## src/rtl/sup_pkg.sv

```systemverilog
// Package: shared types and helpers for the supply supervisor.
// Assumes: nothing beyond IEEE 1800-2017.
package sup_pkg;

    // Which source started the reset in progress
    typedef enum logic {
        CAUSE_SUPPLY = 1'b0,
        CAUSE_WDOG   = 1'b1
    } rst_cause_e;

    // Timeout select code that turns the watchdog off
    localparam logic [1:0] SEL_OFF = 2'b11;

    // Largest of three cycle counts, used to size the watchdog counter
    function automatic int unsigned max3(int unsigned a, int unsigned b, int unsigned c);
        int unsigned m;
        m = (a > b) ? a : b;
        return (m > c) ? m : c;
    endfunction

endpackage

```

## src/rtl/kick_sync.sv

```systemverilog
// Module: kick_sync
// Synchronizes the asynchronous kick / chip-select input through a chain of
// flops and emits a one-cycle pulse on each high-to-low transition of the
// synchronized value. Assumes the input idles high (deselected bus).
module kick_sync #(
    parameter int STAGES = 2
) (
    input  logic clk,
    input  logic rst_n,
    input  logic kick_in,
    output logic kick_fall
);

    logic [STAGES-1:0] chain;
    logic              prev;

    // Synchronizer stages: stage 0 samples the pin, the others follow
    generate
        for (genvar g = 0; g < STAGES; g++) begin : g_stage
            if (g == 0) begin : g_first
                // First flop of the chain samples the raw pin
                always_ff @(posedge clk) begin
                    if (!rst_n) chain[0] <= 1'b1;
                    else        chain[0] <= kick_in;
                end
            end else begin : g_next
                // Later flops follow the previous stage
                always_ff @(posedge clk) begin
                    if (!rst_n) chain[g] <= 1'b1;
                    else        chain[g] <= chain[g-1];
                end
            end
        end
    endgenerate

    // Remember the last synchronized level for edge detection
    always_ff @(posedge clk) begin
        if (!rst_n) prev <= 1'b1;
        else        prev <= chain[STAGES-1];
    end

    // Falling edge: was high, now low
    always_comb kick_fall = prev & ~chain[STAGES-1];

    AST_FALL_SINGLE: assert property (@(posedge clk) disable iff (!rst_n)
        kick_fall |=> !kick_fall);

endmodule

```

## src/rtl/wd_timer.sv

```systemverilog
// Module: wd_timer
// Watchdog counter. Counts clock cycles while armed. It clears on a kick,
// while disarmed, and while a reset is held. It raises expire in the cycle
// the count reaches the selected timeout, so that the reset begins at the
// next edge. Assumes the timeouts are at least 2 cycles.
module wd_timer
    import sup_pkg::*;
#(
    parameter int unsigned TMO0_CYC = 8,
    parameter int unsigned TMO1_CYC = 16,
    parameter int unsigned TMO2_CYC = 40
) (
    input  logic       clk,
    input  logic       rst_n,
    input  logic       hold,
    input  logic       wd_en,
    input  logic [1:0] tmo_sel,
    input  logic       kick_fall,
    output logic       expire
);

    localparam int unsigned MAX_TMO = max3(TMO0_CYC, TMO1_CYC, TMO2_CYC);
    localparam int          CW      = $clog2(MAX_TMO + 1);

    logic [CW-1:0] cnt;
    logic [CW-1:0] limit_m1;
    logic          armed;

    // Pick the terminal count for the selected timeout
    always_comb begin
        unique case (tmo_sel)
            2'b00:   limit_m1 = CW'(TMO0_CYC - 1);
            2'b01:   limit_m1 = CW'(TMO1_CYC - 1);
            default: limit_m1 = CW'(TMO2_CYC - 1);
        endcase
    end

    // Watchdog runs only when enabled, not switched off, and no reset is held
    always_comb armed = wd_en && (tmo_sel != SEL_OFF) && !hold;

    // Expiry when the count has reached the terminal value and no kick arrives
    always_comb expire = armed && !kick_fall && (cnt >= limit_m1);

    // Cycle counter with clear on kick, disarm, or expiry
    always_ff @(posedge clk) begin
        if (!rst_n)                          cnt <= '0;
        else if (!armed || kick_fall || expire) cnt <= '0;
        else                                 cnt <= cnt + 1'b1;
    end

    AST_DISABLED_IDLE: assert property (@(posedge clk) disable iff (!rst_n)
        (tmo_sel == SEL_OFF || !wd_en) |=> (cnt == '0));

    AST_KICK_RESTART: assert property (@(posedge clk) disable iff (!rst_n)
        (kick_fall && !hold) |=> (cnt == '0));

endmodule

```

## src/rtl/hold_stretch.sv

```systemverilog
// Module: hold_stretch
// Reset stretcher. Either cause starts or restarts the hold, and the supply
// fault wins when both are present. The reset is released after HOLD_CYC
// quiet edges. The cause register records which source started the current
// hold. Assumes HOLD_CYC >= 1.
module hold_stretch
    import sup_pkg::*;
#(
    parameter int unsigned HOLD_CYC = 20
) (
    input  logic       clk,
    input  logic       rst_n,
    input  logic       supply_low,
    input  logic       wd_expire,
    output logic       active,
    output rst_cause_e cause
);

    localparam int HW = $clog2(HOLD_CYC + 1);

    logic [HW-1:0] hcnt;

    // Start, restart, or count down the reset hold
    always_ff @(posedge clk) begin
        if (!rst_n) begin
            active <= 1'b1;
            hcnt   <= '0;
            cause  <= CAUSE_SUPPLY;
        end else if (supply_low) begin
            active <= 1'b1;
            hcnt   <= '0;
            cause  <= CAUSE_SUPPLY;
        end else if (wd_expire) begin
            active <= 1'b1;
            hcnt   <= '0;
            cause  <= CAUSE_WDOG;
        end else if (active) begin
            if (hcnt == HW'(HOLD_CYC - 1)) begin
                active <= 1'b0;
                hcnt   <= '0;
            end else begin
                hcnt   <= hcnt + 1'b1;
            end
        end
    end

    AST_HOLD_BOUND: assert property (@(posedge clk) disable iff (!rst_n)
        active |-> (hcnt < HW'(HOLD_CYC)));

endmodule

```

## src/rtl/supply_supervisor.sv

```systemverilog
// Module: supply_supervisor (top)
// Joins the kick synchronizer, the watchdog timer and the reset stretcher.
// It drives the enable of an open-drain reset pad and a watchdog-cause flag.
// Assumes supply_low is already synchronous to clk. All intervals are given
// in clock cycles.
module supply_supervisor
    import sup_pkg::*;
#(
    parameter int unsigned HOLD_CYC    = 25_000_000,
    parameter int unsigned TMO0_CYC    = 1_500_000,
    parameter int unsigned TMO1_CYC    = 20_000_000,
    parameter int unsigned TMO2_CYC    = 140_000_000,
    parameter int          SYNC_STAGES = 2
) (
    input  logic       clk,
    input  logic       rst_n,
    input  logic       supply_low,
    input  logic       kick_cs,
    input  logic       wd_en,
    input  logic [1:0] tmo_sel,
    output logic       rst_pull_low,
    output logic       wd_cause
);

    logic       kick_fall;
    logic       wd_expire;
    logic       hold_active;
    logic       wd_hold;
    rst_cause_e cause;

    kick_sync #(.STAGES(SYNC_STAGES)) u_sync (
        .clk       (clk),
        .rst_n     (rst_n),
        .kick_in   (kick_cs),
        .kick_fall (kick_fall)
    );

    // Keep the watchdog cleared during any held reset or supply fault
    always_comb wd_hold = hold_active | supply_low;

    wd_timer #(
        .TMO0_CYC (TMO0_CYC),
        .TMO1_CYC (TMO1_CYC),
        .TMO2_CYC (TMO2_CYC)
    ) u_wd (
        .clk       (clk),
        .rst_n     (rst_n),
        .hold      (wd_hold),
        .wd_en     (wd_en),
        .tmo_sel   (tmo_sel),
        .kick_fall (kick_fall),
        .expire    (wd_expire)
    );

    hold_stretch #(.HOLD_CYC(HOLD_CYC)) u_hold (
        .clk        (clk),
        .rst_n      (rst_n),
        .supply_low (supply_low),
        .wd_expire  (wd_expire),
        .active     (hold_active),
        .cause      (cause)
    );

    // Pad enable and cause flag
    always_comb begin
        rst_pull_low = hold_active;
        wd_cause     = hold_active && (cause == CAUSE_WDOG);
    end

    AST_LOW_HOLDS_RST: assert property (@(posedge clk) disable iff (!rst_n)
        supply_low |=> rst_pull_low);

    AST_RELEASE_NEEDS_OK: assert property (@(posedge clk) disable iff (!rst_n)
        $fell(rst_pull_low) |-> !$past(supply_low));

    AST_WD_FLAG_IN_RST: assert property (@(posedge clk) disable iff (!rst_n)
        wd_cause |-> rst_pull_low);

    AST_SUPPLY_BEATS_WD: assert property (@(posedge clk) disable iff (!rst_n)
        supply_low |=> !wd_cause);

endmodule

```

## config.mk

```make
export PLATFORM = sky130hd
export DESIGN_NAME = supply_supervisor
export DESIGN_NICKNAME = d
export VERILOG_FILES = /design/src/rtl/sup_pkg.sv /design/src/rtl/kick_sync.sv /design/src/rtl/wd_timer.sv /design/src/rtl/hold_stretch.sv /design/src/rtl/supply_supervisor.sv
export SDC_FILE = /design/constraint.sdc
export NUM_CORES = 1
export LEC_CHECK = 0
export CORE_UTILIZATION = 50
export DETAILED_ROUTE_END_ITERATION = 6
export DONT_BUFFER_PORTS = 1
export SLEW_MARGIN = 10
export SYNTH_ARGS = -nofsm -noshare
export SYNTH_HDL_FRONTEND = slang
export SYNTH_SLANG_ARGS = --single-unit
```

## constraint.sdc

```tcl
create_clock -name clk -period 5.5 [get_ports clk]
set_input_delay 0 -clock clk [delete_from_list [all_inputs] [get_ports clk]]
set_output_delay 0 -clock clk [all_outputs]
set_load 0.05 [all_outputs]
```

; ---- Word-level counts from Yosys, hierarchy flattened
; Index checks and enable logic that the tools add are counted.
[op_classes]
add_sub_neg = 2
magnitude_cmp = 1
eq_ne = 3
muxes = 4
bitwise = 4
n_reduce_logical = 14
[ops]
columns = operator, count
row1 = 28-bit case mux with 2 select lines, 1
row2 = "28-bit by 1-bit adder with 28-bit output, second input constant", 1
row3 = 28-bit >= comparator, 1
row4 = "25-bit by 1-bit adder with 25-bit output, second input constant", 1
row5 = "25-bit == test, second input constant", 1
row6 = 25-bit 2-to-1 mux, 1
row7 = 1-bit logical AND, 5
row8 = 2-bit OR reduction, 2
row9 = 1-bit logical NOT, 3
row10 = 3-bit OR reduction, 1
row11 = "2-bit by 1-bit == test with 1-bit output, second input constant", 1
row12 = 2-bit logical NOT, 1
row13 = 1-bit logical OR, 2
row14 = 1-bit 2-to-1 mux, 2
row15 = "2-bit inequality test, second input constant", 1
row16 = 1-bit NOT, 2
row17 = 1-bit bitwise AND, 1
row18 = 1-bit bitwise OR, 1
[totals]
regBits = 58
inputBits = 7
out_inout_bits = 2
wordCells = 35

; ---- Depth between registers and ports, before layout
[depth]
word_depth = 7
ltp_mapped = 10
ltp_nobuf = 9

; ---- Modules after synthesis
; From an unflattened synthesis, not the netlist that was laid out.
[hier_totals]
cells_unflattened = 356
hier_area_um2 = 3104.2
[by_module_without_submodules]
columns = mod, instances, cells_per_inst, area_each_um2, seq_area_each_um2
row1 = wd_timer, 1, 195, 1692.9, 560.5
row2 = hold_stretch, 1, 152, 1313.8, 540.5
row3 = kick_sync, 1, 7, 85.1, 60.1
row4 = supply_supervisor, 1, 2, 12.5, 0.0

; ---- Least setup slack after synthesis
; No wires, ideal clock.
[synth_timing]
path_type = flip-flop to flip-flop
from = reg u_wd.cnt[9]
to = reg u_hold.active
setup_ps = 122
t_arrival_ps = 2019
t_required_ps = 5378
slack_ps = 3360
stages_incl_launch_ff = 8
path_buffers = 1
period_less_slack_ps = 2140
cell_sequence = dfxtp_1 -> ha_1 -> a211oi_1 -> nor2_1 -> o311ai_2 -> nand3b_4 -> buf_6 -> a221o_1
[synth_via]
elab_chain_cells = 3
[synth_lines]
columns = item, line
row1 = "start, declared", wd_timer.sv:25  ; logic [CW-1:0] cnt;
row2 = "start signal, assigned", wd_timer.sv:48  ; else cnt <= cnt + 1'b1;
row3 = 28-bit >= comparator, wd_timer.sv:42  ; always_comb expire = armed && !kick_fall && (cnt >= limit_m1);
row4 = 1-bit logical AND, wd_timer.sv:42
row5 = 3-bit OR reduction (no line), --
row6 = "end signal, assigned", hold_stretch.sv:26  ; active <= 1'b1;
row7 = "end signal, assigned", hold_stretch.sv:30  ; active <= 1'b1;
row8 = "end signal, assigned", hold_stretch.sv:34  ; active <= 1'b1;
row9 = "end, declared", hold_stretch.sv:15  ; output logic active,
; Every way passes these cells.
; A chain may end at the register's enable or synchronous reset.

; ---- Worst setup path after layout
[layout_timing]
from = reg u_wd.cnt[9]
to = reg u_wd.cnt[21]
[layout_via]
elab_chain_cells = 4
elab_cells_between_ends = 5
cone_classes = add/sub (1) / order compare (1) / reduce/logical (3)
[layout_lines]
columns = item, line
row1 = 28-bit >= comparator, wd_timer.sv:42
row2 = 1-bit logical AND, wd_timer.sv:42
row3 = 1-bit logical OR, wd_timer.sv:47  ; else if (!armed || kick_fall || expire) cnt <= '0;
row4 = 2-bit OR reduction (no line), --
; Parallel ways exist; a longest one is shown, timed or not.

==> metrics.txt <==
share of cells above drive strength 1 between 10 and 15%; CTS Buf Count 9; tightest slew margin relative to the limit between 50% and 60%; top_reg_cell synth dfxtp_1; Synth area leader dfxtp_1; HPWL after DPL ~4.5 mm; Syn Area/Cell 9.67 um^2; Die Y approximately 84 um; setup slack after layout around 2.9 ns; top-count cell post-synth dfxtp_1; post-layout minimum cycle time around 2.6 ns; RSZ-0062 raised after global routing no; most frequent cells after synthesis dfxtp_1, nor3_1, xnor2_1; Starting Density 52.2%; CP startpoint u_wd.cnt[9]; WL per Instance around 16 um; Remaining DRCs 0; DIE AREA about 0.0070 mm^2; synth unique cells 55; status completed; f_max approximately 380 MHz; main combinational cell family by area after synthesis simple AND/OR/NAND/NOR gates; clock sink count 58; CTS tree yes; VDD IR max between 0.0002 and 0.00025 V; DRT iter0 DRCs 81; Max-Cap Viols 0; CP arrival 2.88 ns; via count between 2000 and 3000; Reg clk slew, reported paths 0.07 ns; Synthesis Warnings 0; Leak between 1 and 1.5 nW; Syn Std Cell Area 0.00333 mm^2; hold crit path type input port to flip-flop; Post-synth EDFFs 0; fin. max-slew vios 0; Die Wd ~84 um; total I/O pin count 9; first-pass GRT wire length between 10 and 15 mm; WHS 0.151 ns; Cells after Synth 345; Placement Setup Slack 2.82 ns; Synth Area in Adders just over 7%; syn_nets about 370; largest net degree at the start of global routing 30; DRT Wirelength 6.78 mm; share of the synthesized area in the top cell type a little over a third; grt total ovfl 0; CP Max Fanout 28; Longest Clk Path Bufs 2; clock skew about 0.010 ns; xor-xnor portion of the synthesized cell area between 10% and 20%; final net count between 300 and 400; Seq/Total Area, Yosys 34.8%; H-Tree Depth 3; Power Density about 270 mW/mm^2; CTS root buffer clkbuf_8; final hold vios 0; Final Cycle Share 48.0%; multiplexer share of the synthesized area less than 1%; Total Routing Usage GR 21.1%; Layout area overhead 9.53%; Compound-Gate Fraction of Synth Area between 10 and 15%; FF-to-FF Start u_wd.cnt[9]; critical setup path kind flip-flop to flip-flop; 1st-pass router iterations 4; initial antenna violation count 1; Req. time, crit path around 5.7 ns; later-pin clock latency in the skew report approximately 0.34 ns; Avg Vias per Cell approximately 6; setup TNS 0 ns; Crit. End Element flip-flop; post-route ant nets 0; post-synthesis simple-gate area fraction between 20% and 30%; vias in the first global route between 2000 and 2500; Buffers on Ports 0; core footprint ~0.0064 mm^2; FFs w/ async S/R, synth 0%; Worst Setup Start Kind flip-flop; final setup vio count 0; largest cells by area after synthesis dfxtp_1, ha_1, xnor2_1, xor2_1, nor3_1; worst slew pin tran approximately 0.74 ns; Rows 29; hold_sp rst_n; count of state elements after synthesis 58; Placer Congestion 0.821
area by class of cell:
cell class	instances	area (um^2)
diodes	1	2.50
clock buffers	11	141
clock inverters	5	125
fillers	572	2730
inverters	11	41.3
multi-input cells	257	2010
flip-flops and latches	58	1160
well taps	77	96.3
repair buffers	6	72.6
worst max-delay path, stage by stage, from the launching register on:
cell and delay (ns):
dfxtp_1 0.50, ha_1 0.30, a211oi_1 0.26, nor2_1 0.12
o311ai_1 0.45, nand3_2 0.56, nor3_1 0.35
kinds of logic after synthesis:
| group | Yosys count |
|---|---|
| AOI/OAI and AO/OA | 48 |
| and+or+nand+nor | 140 |
| muxes | 2 |
| adders and majority gates | 19 |
| buffers and inverters | 30 |
| DFF | 58 |
| xor gates and xnor gates | 48 |
where the power goes:
part	internal [W]	switching [W]	leakage, nW
Sequential	0.000421	0.00000117	0.468
Clock	0.000359	0.000172	0.134
Combinational	0.00000854	0.0000129	0.645
Total	0.000789	0.000186	1.25
routing by layer:
layer	vias up	track usage (%)	wire, um
li1	1279	-	-
met1	1203	30.6	3590
met2	33	29.7	2790
met3	12	5.44	247
met4	0	7.86	155
met5	-	0	0
flip-flops by register name, indices dropped and copies added (netlist names):
name	cells
u_sync.prev	1
u_sync.chain	2
u_wd.cnt	28
u_hold.active	1
u_hold.cause	1
u_hold.hcnt	25
worst paths after layout:
| check | cells after the start | endpoint | slack (ns) |
|---|---|---|---|
| worst max-delay path | 6 | u_wd.cnt[21] | 2.86 |
| worst min-delay path | 3 | u_hold.hcnt[12] | 0.15 |
| worst max register to register | 6 | u_wd.cnt[21] | 2.86 |
| worst min register to register | 1 | u_sync.chain[1] | 0.41 |
layout by cell type (no fill, tap or decap), drive strengths merged, types with 2 or more instances in the layout:
master and instances:
xor2 23, nand2 17, inv 11, and3 7, and2 2, xnor2 25
a31o 2, or2 2, dlygate4sd3 3, o21ai 4, nor3 36, bufinv 4
o311ai 2, nor4 7, nor4b 2, a211oi 14, clkbuf 11, nand4 15
buf 3, a21oi 6, ha 19, nand3 18, dfxtp 58, and4 8
nor2b 3, nor2 11, nand2b 6, a2111oi 13
what timing repair did:
action,4_1_cts,5_1_grt
endpoints found under the hold margin,4,0
hold buffers,3,0
buffers inserted,0,0
resized for setup,0,0
stage by stage:
stage	cell area (um^2)	instances	power, W	util (%)
floorplan	3330	345	0.000447	-
global placement	3330	405	0.000451	52.1
detailed placement	3330	405	0.000451	52.1
CTS	3620	424	0.000983	56.7
global route	3650	426	0.00100	57.2
finish	3650	426	0.000975	57.2
(Power assumes the default switching activity.)
